[src/rtl/apb_chk_pkg.sv]
package apb_chk_pkg;
   typedef enum logic {
      DIR_READ  = 1'b0,
      DIR_WRITE = 1'b1
   } dir_e;

   function automatic bit is_pow2(input int v);
      return (v > 0) && ((v & (v - 1)) == 0);
   endfunction
endpackage

[src/rtl/apb_chk_fifo.sv]
module apb_chk_fifo #(
   parameter int W     = 49,
   parameter int DEPTH = 8
) (
   input  logic         clk,
   input  logic         rst_n,
   input  logic         push,
   input  logic         pop,
   input  logic [W-1:0] din,
   output logic [W-1:0] dout,
   output logic         empty,
   output logic         full
);
   localparam int PTR_W = (DEPTH > 1) ? $clog2(DEPTH) : 1;
   localparam int CNT_W = $clog2(DEPTH + 1);

   if (!apb_chk_pkg::is_pow2(DEPTH)) begin : g_bad_depth
      $error("apb_chk_fifo: DEPTH must be a power of two");
   end

   logic [W-1:0]     mem [DEPTH];
   logic [PTR_W-1:0] wr_ptr, rd_ptr;
   logic [CNT_W-1:0] count;

   assign empty = (count == '0);
   assign full  = (count == CNT_W'(DEPTH));
   assign dout  = mem[rd_ptr];

   always_ff @(posedge clk) begin
      if (push) mem[wr_ptr] <= din;
   end

   always_ff @(posedge clk) begin
      if (!rst_n) begin
         wr_ptr <= '0;
         rd_ptr <= '0;
         count  <= '0;
      end else begin
         if (push) wr_ptr <= (wr_ptr == PTR_W'(DEPTH - 1)) ? '0 : wr_ptr + 1'b1;
         if (pop)  rd_ptr <= (rd_ptr == PTR_W'(DEPTH - 1)) ? '0 : rd_ptr + 1'b1;
         case ({push, pop})
            2'b10:   count <= count + 1'b1;
            2'b01:   count <= count - 1'b1;
            default: count <= count;
         endcase
      end
   end
endmodule

[config.mk]
export PLATFORM = sky130hd
export DESIGN_NAME = apb_chk_fifo
export DESIGN_NICKNAME = d
export VERILOG_FILES = /design/src/rtl/apb_chk_pkg.sv /design/src/rtl/apb_chk_fifo.sv
export SDC_FILE = /design/constraint.sdc
export NUM_CORES = 1
export LEC_CHECK = 0
export ABC_AREA = 1
export BUFFER_PORTS_ARGS = -buffer_cell sky130_fd_sc_hd__buf_2
export CORE_UTILIZATION = 51
export DETAILED_ROUTE_END_ITERATION = 10
export PLACE_DENSITY = 0.69
export REMOVE_ABC_BUFFERS = 1
export SLEW_MARGIN = 20
export SYNTH_ARGS = -nofsm -noshare
export SYNTH_HDL_FRONTEND = slang
export SYNTH_SLANG_ARGS = --single-unit
[constraint.sdc]
create_clock -name clk -period 5.7 [get_ports clk]
set_input_delay 0.855 -clock clk [delete_from_list [all_inputs] [get_ports clk]]
set_output_delay 0.855 -clock clk [all_outputs]
set_load 0.01 [all_outputs]
==> flow_metrics.tcl, run 1 <==
set metrics [dict create \
    die_x_um 179 \
    dp_hpwl_um 16800 \
    drtIter0Drc 975 \
    p_int_w 0.00491 \
    crit_chain "inv_4 > buf_4 > o21ai_0 > o21ai_1 > nand2_1 > nand2_1 > buf_2" \
    clk_latency_ns 0.53 \
    ctsHoldBuffers 0 \
    p_switching_w 0.00145 \
    cts_max_level 2 \
    p_clk_frac 0.382 \
    relSlewSlack 0.377 \
    grt_usage 0.203 \
    pin_count 104 \
    die_h_um 179 \
    setup_ws_ns 1.75 \
    viasPerCell 5.53 \
    crit_arrival_ns 3.10 \
    slowest_stage "dfxtp_4" \
    core.rowCount 64 \
    numPortBuffers 103 \
    ys_warn_count 0 \
    syn_area_per_cell_sq_um 13.4 \
    routed_wl_um 32300 \
    start_util 0.520 \
    cp_max_fo 79 \
    cp.required_ns 4.85 \
    powerDensity_nw_per_um2 354 \
    clock_skew_ns 0.0128 \
    synth_area_sq_um 15900 \
    dieArea_sq_um 32000 \
    fin_cells 1713 \
    crit_path_start_kind "flop" \
    grt_pass1_wl_um 49300 \
    cts_buffers 40 \
    cts_setup_buffers 0 \
    stdcell_area_sq_um 18000 \
    yosys-top-cells-area "edfxtp_1 74%, nor2_1 4.9%, o21ai_0 4.9%, nand2_1 3.8%, mux2i_1 3.1%" \
    grt_max_degree 116 \
    syn_inst 1193 \
    seqPwrFrac 0.533 \
    layout-drive-gt1-share 0.141 \
    nNetsFinal 1345 \
    maxCapViolCount 0 \
    synth_top_area_cell "edfxtp_1" \
    placed_cells 1637 \
    clock_sinks 405 \
    ant_nets 0 \
    drc_errors 0 \
    p_leak_nw 6.27 \
    ys_seq_area_frac 0.755 \
    coreArea_sq_um 30700 \
    drv_slew 0 \
    grt_pass1_vias 9064 \
    cts_resized 0 \
    finalHoldViolCount 0 \
    swShare 0.228 \
    p_comb_frac 0.085 \
    place_ws_ns 2.28 \
    cts_tree "yes" \
    area_growth_pct 12.8 \
    rsz0062_at_grt "no" \
    ys_seq_elements 405 \
    final.min_clock_period_ns 3.95 \
    worstMarginPinSlew_ns 0.935 \
    finalCritPeriodShare 0.694 \
    postPlaceCellArea_sq_um 16700 \
    num_vias 9468 \
    hp-class "reg2reg" \
    place_congestion 0.718 \
    cp_top_family "buffers and inverters" \
    setup_viol 0 \
    antenna_found_initial 4 \
    root_buffer "clkbuf_16" \
    synth_top_area_frac 0.738 \
    yosysUniqueCellTypes 22 \
    ir_drop_mv 0.201 \
    max_stage_delay_ns 0.94 \
    cts_buffer_depth 3 \
    crit_top_cell "nand2_1" \
    crit_path_end_kind "output pin" \
    max_freq_ghz 0.253 \
    path_clk_slew_ns 0.06 \
    worst-path-buf-inv 3 \
    hold_ws_ns 0.491 \
    gr-total-overflow 0 \
    drt_pass1_iterations 7 \
    outcome "finished clean" \
    crit_type "reg2out" \
    wl_per_cell_um 18.8 \
]
## cell usage in the layout, fill, tap and decap left out, types with 4 or more instances in the layout
cell type	count
a21oi_1	10
edfxtp_1	392
o21ai_1	47
mux2i_1	49
nand3_1	4
nor2_4	8
buf_2	103
clkinv_2	4
ha_1	7
o22ai_1	49
clkbuf_16	41
buf_4	14
nor2_1	201
o21ai_0	156
nand2_1	161
dfxtp_1	10
clkbuf_1	13
clkinv_1	8
inv_1	16
## layout make-up
class                   instances  area [sq um]
diodes                          2          5.00
clock buffers                  55          1090
clock inverters                17           114
fillers                      2397         12700
inverters                      18          70.1
multi-input cells             699          3470
flip-flops and latches        405         12000
well taps                     396           495
repair buffers                121           708
## logic make-up (layout without fill, tap and decap cells)
logic type / Yosys count / in the layout / synth area share
flops: 405 / 405 / 0.755
mux: 49 / 49 / 0.0308
simple gates: 378 / 378 / 0.0897
other cells: 0 / 2 / 0
buf+inv: 89 / 211 / 0.0318
xor+xnor: 2 / 2 / 0.00110
fa+ha+maj: 7 / 7 / 0.00549
compound gates: 263 / 263 / 0.0866
## metal layers
layer / wire length, um / vias to the layer above / GRT usage
li1: - / 4511 / -
met1: 14400 / 4627 / 0.278
met2: 15300 / 264 / 0.332
met3: 1880 / 62 / 0.0369
met4: 663 / 4 / 0.0565
met5: 22 / - / 0
## synthesized netlist by cell type (all sizes together)
cell type,number
a211oi,1
a21oi,10
buf,44
clkbuf,27
dfxtp,13
edfxtp,392
ha,7
inv,18
mux2i,49
nand2,161
nand3,4
nor2,209
nor3,3
o21ai,203
o22ai,49
or2,1
xnor2,2
## stage by stage
| stage | TNS (ns) | total power [W] | util |
|---|---|---|---|
| after floorplan | -93.70 | 0.00378 | - |
| after global placement | 0 | 0.00399 | 0.545 |
| after detailed placement | 0 | 0.00400 | 0.546 |
| after CTS | 0 | 0.00640 | 0.585 |
| after global routing | 0 | 0.00658 | 0.586 |
| final | 0 | 0.00636 | 0.586 |
## path summary, 6_finish.rpt
| path | slack (ns) | cells after the start | startpoint | endpoint |
|---|---|---|---|---|
| worst max-delay path | 1.75 | 7 | flop | dout[19] |
| worst min-delay path | 0.49 | 1 | rd_ptr[0] | flop |
| worst max register to register | 3.34 | 3 | wr_ptr[0] | mem[5][4] |
| worst min register to register | 0.49 | 1 | rd_ptr[0] | flop |
## power by group through the flow
stage,Clock [W],Combinational [W],Sequential (W)
final,0.00243,0.000540,0.00339
after global placement,0,0.000524,0.00346
after CTS,0.00246,0.000537,0.00340
after global routing,0.00257,0.000605,0.00340
after floorplan,0,0.000305,0.00348
after detailed placement,0,0.000534,0.00347
## state kept, by name, summed over array words and instances (netlist names), named ones only
| name | cells |
|---|---|
| mem | 392 |
| wr_ptr | 3 |
| rd_ptr | 3 |
| count | 4 |
Note: power is estimated with default switching activity, not from simulation.
==> run 2: changes to the inputs <==
==> constraint.sdc (replaced) <==
create_clock -name clk -period 4.13 [get_ports clk]
set_input_delay 0.6195 -clock clk [delete_from_list [all_inputs] [get_ports clk]]
set_output_delay 0.6195 -clock clk [all_outputs]
set_load 0.01 [all_outputs]
==> run 2 against run 1 <==
Effect of this change:
- clock skew shrank 0.0019 ns
- first-iteration DRC count shrank 1.0%
- register-to-register slack lost 1.4 ns
- via count grew 0.62%
- cell count grew 0.12%
- global-route usage grew 0.18 points
- sequential power grew 38%
- utilization grew 0.43 points
- wire length shrank 0.18%
- largest power group unchanged
==> flow_metrics.tcl, run 2 (synthesis gave the netlist of run 1 again) <==
set metrics [dict create \
    fill_cells 2375 \
    hold_ws_ns 0.365 \
    outcome "finished clean" \
    start_util 0.520 \
    fin_cells 1715 \
    gr-total-overflow 0 \
    hp-start "din[33]" \
    ctsHoldBuffers 0 \
    finalCritPeriodShare 0.765 \
    ant_nets 0 \
    dieArea_sq_um 32000 \
    die_h_um 179 \
    drc_errors 0 \
    core.rowCount 64 \
    stdcell_area_sq_um 18100 \
    reg_top3 "mem (392), count (4)" \
    num_vias 9527 \
    grt_usage 0.204 \
    cts_setup_buffers 0 \
    grt_pass1_vias 9145 \
    drv_slew 0 \
    cp_max_fo 196 \
    numPortBuffers 103 \
    layout-drive-gt1-share 0.145 \
    wl_per_cell_um 18.8 \
    clock_sinks 405 \
    cp.required_ns 3.51 \
    final_common_cell "edfxtp_1" \
    layout_common_cells "392 x edfxtp_1, 201 x nor2_1, 161 x nand2_1, 156 x o21ai_0, 103 x buf_2" \
    area_growth_pct 13.6 \
    path_clk_slew_ns 0.06 \
    postPlaceCellArea_sq_um 16800 \
    r2r-start "wr_ptr[0]" \
    grt_max_degree 197 \
    top_register "mem" \
    cts_buffer_depth 3 \
    fin_util 0.591 \
    cts_tree "yes" \
    grt_pass1_wl_um 49800 \
    final.min_clock_period_ns 3.16 \
    largest_register_ffs 392 \
    cts_resized 0 \
    placed_cells 1639 \
    reg2reg_depth 3 \
    ir_drop_mv 0.291 \
    crit_arrival_ns 2.54 \
    p_leak_nw 6.33 \
    die_x_um 179 \
    r2r-end "mem[1][13]" \
    nNetsFinal 1346 \
    viasPerCell 5.56 \
    crit_path_end_kind "output pin" \
    root_buffer "clkbuf_16" \
    clk_latency_ns 0.52 \
    total_power_w 0.00902 \
    crit_path_start_kind "flop" \
    setup_viol 0 \
    pin_count 104 \
    worstHoldEndpoint "mem[7][33]" \
    powerDensity_nw_per_um2 498 \
    antenna_found_initial 4 \
    worstMarginPinSlew_ns 1.05 \
    hp-class "in2reg" \
    max_freq_ghz 0.316 \
    relSlewSlack 0.303 \
    cts_max_level 2 \
    rsz0062_at_grt "no" \
    finalHoldViolCount 0 \
    dp_hpwl_um 16200 \
    clock_skew_ns 0.0110 \
    crit_type "reg2out" \
    drt_pass1_iterations 5 \
    holdPathStages 1 \
    drtIter0Drc 965 \
    cts_buffers 41 \
    place_congestion 0.718 \
    coreArea_sq_um 30700 \
    routed_wl_um 32200 \
    r2r_slack_ns 1.94 \
    maxCapViolCount 0 \
]
-- run 2: worst max-delay path by stage --
stage / slack, ns / start / to / depth (start not counted)
after floorplan: -3.25 / flop / dout[0] / 5
after global placement: 1.59 / push / mem[1][3] / 4
after detailed placement: 1.60 / push / mem[2][44] / 5
after CTS: 1.04 / flop / dout[30] / 8
after global routing: 0.85 / flop / dout[45] / 8
final: 0.97 / flop / dout[30] / 8
-- run 2: cell type report --
| class | instances | area (sq um) | share of cell area |
|---|---|---|---|
| flip-flops and latches | 405 | 12000 | 0.665 |
| multi-input cells | 699 | 3470 | 0.191 |
| clock buffers | 51 | 1110 | 0.0610 |
| repair buffers | 121 | 726 | 0.0401 |
| well taps | 396 | 495 | 0.0273 |
| clock inverters | 22 | 208 | 0.0115 |
| inverters | 18 | 70.1 | 0.00387 |
| diodes | 3 | 7.51 | 0.000414 |
-- run 2: stage by stage --
| stage | setup WS [ns] | setup TNS (ns) |
|---|---|---|
| floorplan | -3.25 | -159.09 |
| global placement | 1.59 | 0 |
| detailed placement | 1.60 | 0 |
| CTS | 1.04 | 0 |
| global route | 0.850 | 0 |
| finish | 0.969 | 0 |
-- run 2: layer usage --
layer,share of wire,global-route usage
met5,0.00087,0
met4,0.014,0.0480
met3,0.062,0.0428
met2,0.47,0.329
met1,0.45,0.286
-- run 2: where the power goes --
group | leakage, nW | switching (W) | internal, W
combinational | 2.02 | 0.000518 | 0.000251
clock | 0.638 | 0.00144 | 0.00215
sequential | 3.67 | 0.0000404 | 0.00463
-- run 2: worst max-delay path: stages (launching register included) --
cell and delay [ns]:
dfxtp_4 0.37, buf_12 0.60, nor2_1 0.15, nor2_1 0.11, o21ai_0 0.08, o21ai_1 0.10
nand2_1 0.07, nand2_1 0.15, buf_2 0.15
==> run 3: changes to the inputs <==
--- a/config.mk
+++ b/config.mk
@@ -5,7 +5,7 @@
 export SDC_FILE = /design/constraint.sdc
 export NUM_CORES = 1
 export LEC_CHECK = 0
-export ABC_AREA = 1
+export ABC_AREA = 0
 export BUFFER_PORTS_ARGS = -buffer_cell sky130_fd_sc_hd__buf_2
 export CORE_UTILIZATION = 51
 export DETAILED_ROUTE_END_ITERATION = 10
==> constraint.sdc (replaced) <==
create_clock -name clk -period 3 [get_ports clk]
set_input_delay 0.45 -clock clk [delete_from_list [all_inputs] [get_ports clk]]
set_output_delay 0.45 -clock clk [all_outputs]
set_load 0.01 [all_outputs]
==> run 3 against run 2 <==
Effect of this change:
- synthesized cell count down 46%
- worst setup slack worse by 0.68 ns
- sequential share of layout area up 1.4 points
- cell count down 30%
- largest cell class unchanged
- largest power group unchanged
==> flow_metrics.tcl, run 3 <==
set metrics [dict create \
    crit_path_end_kind "output pin" \
    die_x_um 176 \
    dp_hpwl_um 16200 \
    die_h_um 176 \
    synth_area_sq_um 15400 \
    ys_warn_count 0 \
    cts_max_level 2 \
    swShare 0.205 \
    fin_cells 1201 \
    drv_slew 0 \
    reg_top3 "mem (392), count (4)" \
    coreArea_sq_um 29600 \
    grt_usage 0.194 \
    ys_seq_area_frac 0.782 \
    cts_setup_buffers 0 \
    async_reset_ff_frac 0 \
    ctsHoldBuffers 0 \
    yosys-top-cells-count "392 x edfxtp_1, 98 x mux4_2, 50 x mux2_2" \
    cts_resized 0 \
    core.rowCount 63 \
    p_switching_w 0.00241 \
    clock_sinks 405 \
    synth-edff-count 392 \
    gr-total-overflow 0 \
    final.min_clock_period_ns 2.71 \
    seqPwrFrac 0.543 \
    clk_latency_ns 0.52 \
    yosysMostFrequentCell "edfxtp_1" \
    syn_area_per_cell_sq_um 24.0 \
    ir_drop_mv 0.405 \
    grt_max_degree 41 \
    wl_per_cell_um 23.9 \
    viasPerCell 5.74 \
    p_int_w 0.00935 \
    tns_ns 0 \
    outcome "finished clean" \
    start_util 0.519 \
    total_power_w 0.0118 \
    clock_skew_ns 0.0130 \
    crit_chain "buf_12 > mux4_2 > mux2_2 > buf_2" \
    numPortBuffers 103 \
    layout_common_cells "392 x edfxtp_1, 103 x buf_2, 98 x mux4_2, 50 x mux2_2, 43 x clkbuf_16" \
    p_clk_frac 0.388 \
    cp_max_fo 40 \
    rsz0062_at_grt "no" \
    antenna_found_initial 1 \
    drt_pass1_iterations 5 \
    path_clk_slew_ns 0.06 \
    final_common_cell "edfxtp_1" \
    powerDensity_nw_per_um2 663 \
    grt_pass1_vias 7459 \
    ant_nets 0 \
    hp-class "in2reg" \
    num_vias 6893 \
    slowest_stage "dfxtp_4" \
    worstMarginPinSlew_ns 0.631 \
    max_freq_ghz 0.369 \
    area_growth_pct 15.4 \
    p_leak_nw 5.70 \
    cp_top_family "multiplexers" \
    placed_cells 1127 \
    setup_viol 0 \
    largest_register_ffs 392 \
    finalCritPeriodShare 0.904 \
    top_register "mem" \
    nNetsFinal 840 \
    dieArea_sq_um 30900 \
    yosysUniqueCellTypes 31 \
    ys_seq_elements 405 \
    cts_buffer_depth 3 \
    r2r_slack_ns 1.18 \
    p_comb_frac 0.069 \
    yosys-top-cells-area "edfxtp_1 77%, mux4_2 14%, mux2_2 3.7%, dfxtp_1 1.7%, ha_1 0.57%" \
    synth_top_area_cell "edfxtp_1" \
    root_buffer "clkbuf_16" \
    cts_buffers 41 \
    grt_pass1_wl_um 43600 \
    place_congestion 0.690 \
    syn_inst 640 \
    relSlewSlack 0.579 \
    synth_top_area_frac 0.765 \
    layout-drive-gt1-share 0.417 \
    pin_count 104 \
    crit_type "reg2out" \
    synth_ff_type "edfxtp_1" \
    drc_errors 0 \
    worst-path-buf-inv 2 \
    drtIter0Drc 529 \
    max_stage_delay_ns 0.61 \
    routed_wl_um 28700 \
    finalHoldViolCount 0 \
    cts_tree "yes" \
    crit_path_start_kind "flop" \
    maxCapViolCount 0 \
    crit_arrival_ns 2.26 \
    cp.required_ns 2.55 \
]
run 3: layer usage:
| layer | track usage | vias up | part of all wire |
|---|---|---|---|
| li1 | - | 3001 | - |
| met1 | 0.254 | 3669 | 0.41 |
| met2 | 0.336 | 190 | 0.53 |
| met3 | 0.0299 | 33 | 0.045 |
| met4 | 0.0587 | 0 | 0.014 |
| met5 | 0 | - | 0 |
run 3: final cells by class:
| cell class | instances | area (sq um) |
|---|---|---|
| clock buffer | 57 | 1130 |
| inverter | 2 | 7.51 |
| fill | 2103 | 11900 |
| multi-input combinational | 203 | 3220 |
| clock inverter | 16 | 80.1 |
| timing repair buffer | 127 | 783 |
| antenna | 1 | 2.50 |
| tap | 390 | 488 |
| sequential | 405 | 12000 |
run 3: final timing paths:
path,startpoint,to,depth (start not counted)
setup reg to reg,wr_ptr[0],mem[0][27],3
hold / removal,din[37],mem[3][37],1
setup / recovery,flop,dout[7],4
hold reg to reg,count[3],count[3],2
run 3: power by group through the flow:
stage / sequential, W / combinational, W / clock, W
after global placement: 0.00650 / 0.000798 / 0
final: 0.00639 / 0.000810 / 0.00457
after global routing: 0.00640 / 0.000879 / 0.00488
after detailed placement: 0.00651 / 0.000824 / 0
after CTS: 0.00639 / 0.000829 / 0.00466
after floorplan: 0.00656 / 0.000472 / 0
run 3: through the flow:
stage	setup WS (ns)	utilization	instance area [sq um]	hold slack, ns
6_report	0.287	0.599	17700	0.187
5_1_grt	0.185	0.599	17700	0.187
4_1_cts	0.234	0.599	17700	0.177
3_5_place_dp	0.811	0.558	16500	0.494
3_3_place_gp	0.839	0.558	16500	0.464
2_1_floorplan	-2.49	-	15200	0.451
run 3: cells by family (layout without fill, tap and decap cells):
group           Yosys count  after routing  share of synthesized area
compound gates            8              8                    0.00350
xor+xnor                  3              3                    0.00171
fa+ha+maj                 7              7                    0.00569
buf+inv                  32            202                     0.0124
flops                   405            405                      0.782
mux                     153            153                      0.183
other cells               0              1                          0
simple gates             32             32                     0.0112
